## src/rtl/wdg_pkg.sv

```systemverilog
package wdg_pkg;
   typedef enum logic [1:0] {
      ST_IDLE = 2'd0,
      ST_IRQ  = 2'd1,
      ST_NMI  = 2'd2,
      ST_RST  = 2'd3
   } wdg_stage_e;

   localparam int MODE_W = 2;
endpackage

```

## src/rtl/wdg_prescaler.sv

```systemverilog
module wdg_prescaler #(
   parameter int PRESC_LOG2 = 8
) (
   input  logic clk,
   input  logic rst_n,
   input  logic clear,
   input  logic run,
   output logic tick
);
   generate
      if (PRESC_LOG2 < 0) begin : g_bad
         $error("PRESC_LOG2 must not be negative");
      end
      if (PRESC_LOG2 == 0) begin : g_direct
         logic unused_pins;
         assign unused_pins = clear ^ clk ^ rst_n;
         assign tick = run;
      end else begin : g_div
         localparam logic [PRESC_LOG2-1:0] LAST = '1;
         logic [PRESC_LOG2-1:0] div_q;

         always_ff @(posedge clk or negedge rst_n) begin
            if (!rst_n)     div_q <= '0;
            else if (clear) div_q <= '0;
            else if (run)   div_q <= div_q + 1'b1;
         end

         assign tick = run && (div_q == LAST);

         // the divider stands still while the watchdog is off
         a_r2_div_hold: assert property (@(posedge clk) disable iff (!rst_n)
            (!clear && !run) |=> $stable(div_q));
      end
   endgenerate
endmodule

```

## src/rtl/wdg_downcount.sv

```systemverilog
module wdg_downcount #(
   parameter int CNT_W = 24
) (
   input  logic             clk,
   input  logic             rst_n,
   input  logic             load,
   input  logic [CNT_W-1:0] load_val,
   input  logic             tick,
   output logic             expire
);
   logic [CNT_W-1:0] cnt_q;
   logic             at_zero;

   assign at_zero = (cnt_q == '0);
   assign expire  = tick && at_zero;

   always_ff @(posedge clk or negedge rst_n) begin
      if (!rst_n)                cnt_q <= '0;
      else if (load)             cnt_q <= load_val;
      else if (tick && !at_zero) cnt_q <= cnt_q - 1'b1;
   end

   // the count moves only on a prescale tick or a load
   a_r2_step_on_tick: assert property (@(posedge clk) disable iff (!rst_n)
      (!load && !tick) |=> $stable(cnt_q));
   // a count held at zero stays at zero until it is reloaded
   a_r7_zero_hold: assert property (@(posedge clk) disable iff (!rst_n)
      (!load && at_zero) |=> (cnt_q == '0));
endmodule

```

## src/rtl/wdg_stage_fsm.sv

```systemverilog
module wdg_stage_fsm
   import wdg_pkg::*;
(
   input  logic              clk,
   input  logic              rst_n,
   input  logic              clear,
   input  logic              expire,
   input  logic [MODE_W-1:0] mode,
   output wdg_stage_e        stage,
   output logic              advanced,
   output logic              rst_pulse
);
   wdg_stage_e stage_q;
   logic       can_adv;
   logic       pulse_q;

   assign can_adv  = (MODE_W'(stage_q) < mode);
   assign advanced = expire && can_adv && !clear;

   always_ff @(posedge clk or negedge rst_n) begin
      if (!rst_n) begin
         stage_q <= ST_IDLE;
         pulse_q <= 1'b0;
      end else begin
         pulse_q <= advanced && (stage_q == ST_NMI);
         if (clear)         stage_q <= ST_IDLE;
         else if (advanced) stage_q <= wdg_stage_e'(stage_q + 2'd1);
      end
   end

   assign stage     = stage_q;
   assign rst_pulse = pulse_q;

   // the stage either rises by one or returns to idle
   a_r3_single_step: assert property (@(posedge clk) disable iff (!rst_n)
      !$stable(stage_q) |-> (stage_q == ST_IDLE) ||
                            (stage_q == wdg_stage_e'($past(stage_q) + 2'd1)));
   // the stage never goes past the programmed mode
   a_r7_mode_cap: assert property (@(posedge clk) disable iff (!rst_n)
      (!clear && !$rose(clear)) |=> (MODE_W'(stage_q) <= mode) || (stage_q == ST_IDLE));
   // the reset request lasts one cycle
   a_r8_one_cycle: assert property (@(posedge clk) disable iff (!rst_n)
      pulse_q |=> !pulse_q);
endmodule

```

## src/rtl/multi_stage_watchdog.sv

```systemverilog
module multi_stage_watchdog
   import wdg_pkg::*;
#(
   parameter int LEN_W      = 16,
   parameter int FRAC_W     = 8,
   parameter int PRESC_LOG2 = 8
) (
   input  logic             clk,
   input  logic             rst_n,
   input  logic             cfg_we,
   input  logic [LEN_W-1:0] cfg_len,
   input  logic [1:0]       cfg_mode,
   input  logic             poke,
   output logic             irq,
   output logic             nmi,
   output logic             soft_reset,
   output logic [1:0]       wdog_state
);
   localparam int CNT_W = LEN_W + FRAC_W;

   generate
      if (LEN_W < 1)  begin : g_chk_len  $error("LEN_W must be at least 1"); end
      if (FRAC_W < 0) begin : g_chk_frac $error("FRAC_W must not be negative"); end
   endgenerate

   logic [LEN_W-1:0]  len_q;
   logic [MODE_W-1:0] mode_q;
   logic              enabled;
   logic              restart;
   logic              tick;
   logic              expire;
   logic              advanced;
   logic              reload;
   logic [LEN_W-1:0]  len_sel;
   logic [CNT_W-1:0]  load_val;
   wdg_stage_e        stage;

   always_ff @(posedge clk or negedge rst_n) begin
      if (!rst_n) begin
         len_q  <= '0;
         mode_q <= '0;
      end else if (cfg_we) begin
         len_q  <= cfg_len;
         mode_q <= cfg_mode;
      end
   end

   assign enabled = (mode_q != '0);
   assign restart = cfg_we || poke;
   assign len_sel = cfg_we ? cfg_len : len_q;
   assign reload  = restart || advanced;

   generate
      if (FRAC_W == 0) begin : g_nofrac
         assign load_val = len_sel;
      end else begin : g_frac
         assign load_val = {len_sel, {FRAC_W{1'b0}}};
      end
   endgenerate

   wdg_prescaler #(.PRESC_LOG2(PRESC_LOG2)) u_presc (
      .clk   (clk),
      .rst_n (rst_n),
      .clear (restart),
      .run   (enabled),
      .tick  (tick)
   );

   wdg_downcount #(.CNT_W(CNT_W)) u_count (
      .clk      (clk),
      .rst_n    (rst_n),
      .load     (reload),
      .load_val (load_val),
      .tick     (tick && !restart),
      .expire   (expire)
   );

   wdg_stage_fsm u_fsm (
      .clk       (clk),
      .rst_n     (rst_n),
      .clear     (restart),
      .expire    (expire),
      .mode      (mode_q),
      .stage     (stage),
      .advanced  (advanced),
      .rst_pulse (soft_reset)
   );

   assign irq        = (stage != ST_IDLE);
   assign nmi        = stage[1];
   assign wdog_state = stage;

   // a lone poke returns the block to idle on the next edge
   a_r5_poke_idle: assert property (@(posedge clk) disable iff (!rst_n)
      (poke && !cfg_we) |=> (wdog_state == 2'd0) && !irq && !nmi);
   // nothing is raised while the watchdog is off
   a_r6_off_quiet: assert property (@(posedge clk) disable iff (!rst_n)
      (mode_q == '0) |-> (!irq && !nmi && !soft_reset && wdog_state == 2'd0));
   // a configuration write restarts at idle
   a_r9_cfg_idle: assert property (@(posedge clk) disable iff (!rst_n)
      cfg_we |=> (wdog_state == 2'd0));
   // the reset request coincides with the reset-requested stage
   a_r8_pulse_stage: assert property (@(posedge clk) disable iff (!rst_n)
      soft_reset |-> (wdog_state == 2'd3) && $past(wdog_state) == 2'd2);
endmodule

```

## config.mk

```make
export PLATFORM = sky130hd
export DESIGN_NAME = multi_stage_watchdog
export DESIGN_NICKNAME = d
export VERILOG_FILES = /design/src/rtl/wdg_pkg.sv /design/src/rtl/wdg_prescaler.sv /design/src/rtl/wdg_downcount.sv /design/src/rtl/wdg_stage_fsm.sv /design/src/rtl/multi_stage_watchdog.sv
export SDC_FILE = /design/constraint.sdc
export NUM_CORES = 1
export LEC_CHECK = 0
export CAP_MARGIN = 20
export CORE_ASPECT_RATIO = 0.6
export CORE_MARGIN = 4
export CORE_UTILIZATION = 62
export CTS_CLUSTER_DIAMETER = 40
export DETAILED_ROUTE_END_ITERATION = 16
export GPL_ROUTABILITY_DRIVEN = 0
export GPL_TIMING_DRIVEN = 0
export PLACE_DENSITY = 0.83
export SYNTH_ARGS = -nofsm -noshare
export SYNTH_HDL_FRONTEND = slang
export SYNTH_HIERARCHICAL = 1
export SYNTH_SLANG_ARGS = --single-unit
```

## constraint.sdc

```tcl
create_clock -name clk -period 5.9 [get_ports clk]
set_input_delay 0.59 -clock clk [delete_from_list [all_inputs] [get_ports clk]]
set_output_delay 0.59 -clock clk [all_outputs]
set_load 0.02 [all_outputs]
```

### Yosys cells after proc, flatten, opt, wreduce, memory -nomap -nowiden

Index checks and enable logic that the tools add are counted.

* flip-flop bits (word level): 53
* bits in latches: 0
* memory bits (writable): 0
* bits in read-only memories: 0
* bits of input ports: 22
* output and inout bits: 5
* word-level logic and storage cells: 36
* memories kept: 0

* add/subtract/negate cells: 3
* $mul: 0
* div/mod/pow operators: 0
* magnitude comparators: 1
* equality and inequality tests: 2
* shift-type cells: 0
* mux-type cells: 7
* bitwise gates (word level): 0
* reduce and logical (&&, ||, !) cells: 17

Operators by type and width (count)
* two-way mux 24 bit: 2
* logical NOT 24 bit: 1
* subtractor 24 x 1 -> 24 bit (second input constant): 1
* two-way mux 16 bit: 1
* two-way mux 8 bit: 2
* nonzero test 2 bit: 5
* adder 8 x 1 -> 8 bit (second input constant): 1
* == test 8 bit (second input constant): 1
* logical AND 1 bit: 7
* two-way mux 2 bit: 2
* adder 2 x 1 -> 2 bit (second input constant): 1
* == test 2 bit (second input constant): 1
* logical NOT 1 bit: 2
* logical OR 1 bit: 2
* less-than comparator 2 bit: 1

### Longest topological paths before layout

* word-level depth: 8
* depth in mapped cells: 17
* depth with buffers taken out: 13

### Modules after synthesis

Netlist, hierarchy kept.

By module, submodules not included
* wdg_downcount: times used 1, cells an instance 187, area each 1677.9 µm², sequential area each 600.6 µm²
* multi_stage_watchdog: times used 1, cells an instance 45, area each 787.0 µm², sequential area each 450.4 µm²
* wdg_prescaler: times used 1, cells an instance 39, area each 402.9 µm², sequential area each 200.2 µm²
* wdg_stage_fsm: times used 1, cells an instance 18, area each 183.9 µm², sequential area each 75.1 µm²

### Worst setup path before layout

Ideal clock, no wire load.

* path type: flip-flop to flip-flop
* start point: register u_presc.g_div.div_q[0]
* end point: register u_count.cnt_q[8]
* setup time: 70 ps
* arrival time: 3147 ps
* data required time: 5830 ps
* slack: 2684 ps
* stages on the path, launching flop included: 17
* buffers on the path: 4
* clock period less this slack: 3216 ps
* cells stage by stage: dfrtp_1 > ha_1 > nand3_1 > nor3_1 > nor3b_1 > clkbuf_1 > nand4_2 > nor2_1 > nand2b_1 > a21oi_2 > nor2b_1 > or3_1 > clkbuf_1 > clkbuf_1 > clkbuf_1 > nand2_1 > nand3b_1

* longest elaborated chain between the ends: 8
* elaborated cells on any way between the ends: 10
* classes of those cells: eq/ne (1); mux (1); reduce/logical (8)

RTL lines
* from (decl): RTL line wdg_prescaler.sv:20 `logic [PRESC_LOG2-1:0] div_q;`
* from (signal assigned): RTL line wdg_prescaler.sv:25 `else if (run) div_q <= div_q + 1'b1;`
* == test 8 bit (*): RTL line wdg_prescaler.sv:28 `assign tick = run && (div_q == LAST);`
* logical AND 1 bit (*): RTL line wdg_prescaler.sv:28
* net tick: RTL line multi_stage_watchdog.sv:30 `logic tick;`
* logical AND 1 bit (*): RTL line multi_stage_watchdog.sv:74 `.tick (tick && !restart),`
* logical AND 1 bit (*): RTL line wdg_downcount.sv:15 `assign expire = tick && at_zero;`
* net expire: RTL line multi_stage_watchdog.sv:31 `logic expire;`
* logical AND 1 bit (*) (2 in series): RTL line wdg_stage_fsm.sv:18 `assign advanced = expire && can_adv && !clear;`
* net advanced: RTL line multi_stage_watchdog.sv:32 `logic advanced;`
* logical OR 1 bit (*): RTL line multi_stage_watchdog.sv:51 `assign reload = restart || advanced;`
* net reload: RTL line multi_stage_watchdog.sv:33 `logic reload;`
* two-way mux 24 bit / nonzero test 2 bit (equally long branches)
* to (signal assigned): RTL line wdg_downcount.sv:19 `else if (load) cnt_q <= load_val;`
* to (signal assigned): RTL line wdg_downcount.sv:20 `else if (tick && !at_zero) cnt_q <= cnt_q - 1'b1;`
* to (decl): RTL line wdg_downcount.sv:11 `logic [CNT_W-1:0] cnt_q;`

Mark *: on every way through the listed nets, which the timed path passes. The rest lies on a longest branch.
A chain may end at the register's enable or synchronous reset.

### Worst setup path in the final report

* start point: register mode_q[1]
* end point: register u_count.cnt_q[11]

* longest elaborated chain between the ends: 8
* elaborated cells on any way between the ends: 11
* classes of those cells: order compare (1); mux (1); reduce/logical (9)

RTL lines
* from (decl): RTL line multi_stage_watchdog.sv:27 `logic [MODE_W-1:0] mode_q;`
* from (signal assigned): RTL line multi_stage_watchdog.sv:44 `mode_q <= cfg_mode;`
* nonzero test 2 bit (*): RTL line multi_stage_watchdog.sv:48 `assign enabled = (mode_q != '0);`
* net enabled: RTL line multi_stage_watchdog.sv:28 `logic enabled;`
* logical AND 1 bit (*): RTL line wdg_prescaler.sv:28
* net tick: RTL line multi_stage_watchdog.sv:30
* logical AND 1 bit (*): RTL line multi_stage_watchdog.sv:74
* logical AND 1 bit (*): RTL line wdg_downcount.sv:15
* net expire: RTL line multi_stage_watchdog.sv:31
* logical AND 1 bit (*) (2 in series): RTL line wdg_stage_fsm.sv:18
* net advanced: RTL line multi_stage_watchdog.sv:32
* logical OR 1 bit (*): RTL line multi_stage_watchdog.sv:51
* net reload: RTL line multi_stage_watchdog.sv:33
* two-way mux 24 bit / nonzero test 2 bit (equally long branches)

Marks and branches as above.

==> flow_summary.toml <==
[power_and_ir_drop]
power.density_mw_per_mm2 = 222.5
ir_worst_vdd_uv = 151.1
leakage_nw = 1.467

[final_layout]
final_cell_count_no_fill = 393
diodes = 0
final_layout_size_suffix_gt1_share_pct = 16.97
fillCellCount = 339
nNetsFinal = 357
final_util_pct = 75.89
syn_to_final_growth_pct = 15.87

[run]
drv_cap = 0

[timing]
timing.final.crit_share_pct = 75.08
maxClockFrequency_ghz = 0.2257
period_minus_slack_ns = 4.430
fin_tns_setup_ns = 0
tightest_slew_ns = 0.6217
finClkSkew_ns = 0.005716
rsz0062_at_grt = "false"
relSlewSlack_pct = 58.56
hold_viol = 0
report.final.setup_viol = 0
drv_slew = 0

[detailed_routing]
drt_iter0_drc = 227
viasPerCell = 5.776
vias = 2270
postRouteAntennaNets = 0
drcViolationCount = 0
wirelength_um = 6305
firstDrtPassIters = 4
wl_per_cell_um = 16.04

[floorplan]
dieArea_mm2 = 0.006145
fp.dieH_um = 62.35
die_w_um = 98.57
io_pins = 27
start_util_pct = 65.49
rows = 19
coreArea_mm2 = 0.004659

[outcome]
outcome = "completed"

[grt]
grt_pass1_vias = 2147
overflow = 0
grt_usage_pct = 22.39
antenna_found_initial = 0
grt_pass1_wl_um = 10950
grt_max_degree = 28

[clocking]
cts.sinks = 53
path_clk_slew_ns = 0.08
clk_latency_ns = 0.30
post_cts_buffers = 0
clockBufferDepth = 2
hold_buffers = 0
root_buffer = "clkbuf_8"
numCtsBuffers = 5
cts_tree = "done"
htree_num_levels = 2
ctsResizeCount = 0

[synthesis]
seq_area_frac_synth_pct = 43.46
synth_edf_count = 0
ys_seq_elements = 53
synth_cell_types = 51
synth.area.top_cells = "dfrtp_1, mux2_4, xnor2_1, nand2_1, nor4_4"
synth_area_leader_cell = "dfrtp_1"
ys.flop_type = "dfrtp_1"
synth.top_cells.by_count = "dfrtp_1, nand2_1, mux2_4, nor2_1, xnor2_1"
syn_inst = 289
ys_warn_count = 6
synth_top_area_share_pct = 43.46
syn_area_per_cell_um2 = 10.56
synth_area_mm2 = 0.003052
synth_most_common_cell = "dfrtp_1"
async_flop_share_pct = 100.0

[placed_design]
place_inst = 386
portBuffers = 26
hpwlAfterDp_um = 4797

[setup_path]
arrival_ns = 4.66
r2r_slack_ns = 1.47
path_class = "register to register"
cp_max_fo = 10
r2r_end = "u_count/cnt_q[11]$_DFFE_PN0P_"
end_kind = "register"
r2r_cells = 17
startpoint = "mode_q[1]$_DFFE_PN0P_"
start_kind = "register"
r2r_start = "mode_q[1]$_DFFE_PN0P_"
cp.required_ns = 6.13
worstSetupEndpoint = "u_count/cnt_q[11]$_DFFE_PN0P_"

[hold_path]
hold_class = "input port to async pin"
[layer usage]
metal / vias up / GRT usage, % / share of wire [%]
met4: 0 / 4.429 / 0.87
met2: 77 / 31.06 / 42
li1: 1097 / - / -
met3: 6 / 5.593 / 8.7
met1: 1090 / 35.37 / 48
met5: - / 0 / 0
[worst max-delay path: stages (launching register included)]
cell      delay [ns]
dfrtp_1         0.38
or2_2           0.13
buf_4           0.15
nand3_1         0.13
nor3_1          0.20
nor3b_1         0.40
clkbuf_1        0.40
nand4_2         0.32
nor2_1          0.25
nand2b_1        0.10
a21oi_2         0.21
nor2b_1         0.15
or3_1           0.10
clkbuf_1        0.29
clkbuf_1        0.41
clkbuf_1        0.51
nand2_1         0.13
nand3_1         0.12
[layout by cell type, fill, tap and decap left out, types with 6 or more instances in the layout]
master / synthesis / final
clkbuf_1: 7 / 7
conb_1: 1 / 8
nand2_1: 28 / 28
inv_1: 6 / 6
o21ai_1: 13 / 13
a21oi_1: 11 / 11
nor2_1: 18 / 18
dfrtp_1: 53 / 53
nand3_1: 13 / 13
xnor2_1: 15 / 15
o21ai_0: 11 / 11
nor2b_1: 8 / 8
clkdlybuf4s50_1: 0 / 25
mux2_4: 18 / 18
nand4_1: 8 / 8
[worst min-delay path by stage]
stage,slack (ns),cells after the start,end
5_1_grt,0.34,1,u_presc/g_div.div_q[1]$_DFFE_PN0P_
4_1_cts,0.31,1,u_fsm/stage[1]$_DFFE_PN0P_
6_report,0.30,1,u_fsm/stage[1]$_DFFE_PN0P_
2_1_floorplan,0.29,0,len_q[0]$_DFF_PN0_
3_3_place_gp,0.48,1,len_q[1]$_DFF_PN0_
3_5_place_dp,0.48,1,len_q[12]$_DFF_PN0_
[cells by family (layout without fill, tap and decap cells)]
kind of cell / after synthesis / after routing / share of synthesized area (%)
flip-flops: 53 / 53 / 43.46
other: 1 / 8 / 0.1229
buffers and inverters: 22 / 56 / 4.141
AND/OR/NAND/NOR: 122 / 122 / 25.50
adder cells (fa/ha/maj): 5 / 5 / 2.050
AO/OA/AOI/OAI: 44 / 44 / 8.692
XOR/XNOR: 20 / 20 / 5.740
multiplexers: 22 / 22 / 10.29
[power by group]
| part | leakage, nW | internal, mW | total (mW) | switching [mW] |
|---|---|---|---|---|
| sequential | 0.650 | 0.394 | 0.426 | 0.0318 |
| combinational | 0.764 | 0.0661 | 0.128 | 0.0620 |
| clock | 0.0540 | 0.123 | 0.233 | 0.109 |
[stage by stage]
step / hold WS [ns] / cell area (µm²) / setup WS [ns] / total power [mW]
CTS: 0.3112 / 3536 / 1.504 / 0.7933
floorplan: 0.2944 / 3078 / 2.684 / 0.5118
global route: 0.3426 / 3536 / 1.093 / 0.8289
global placement: 0.4759 / 3417 / 1.395 / 0.5524
detailed placement: 0.4794 / 3432 / 1.240 / 0.5592
finish: 0.2984 / 3536 / 1.470 / 0.7866
[registers in the layout, summed over array words and instances, names as in the netlist]
signal               flops
len_q                   16
u_fsm/rst_pulse          1
mode_q                   2
u_fsm/stage              2
u_presc/g_div.div_q      8
u_count/cnt_q           24
[final cells by class]
class	instances	area, µm²	area share [%]
multi-input cells	221	1625	45.97
inverters	6	22.52	0.6369
clock buffers	5	68.82	1.946
plain buffers	16	103.9	2.937
clock inverters	2	35.03	0.9908
well taps	63	78.83	2.229
flip-flops and latches	53	1326	37.51
repair buffers	27	275.3	7.785
Power figures use the tool's default switching activity.
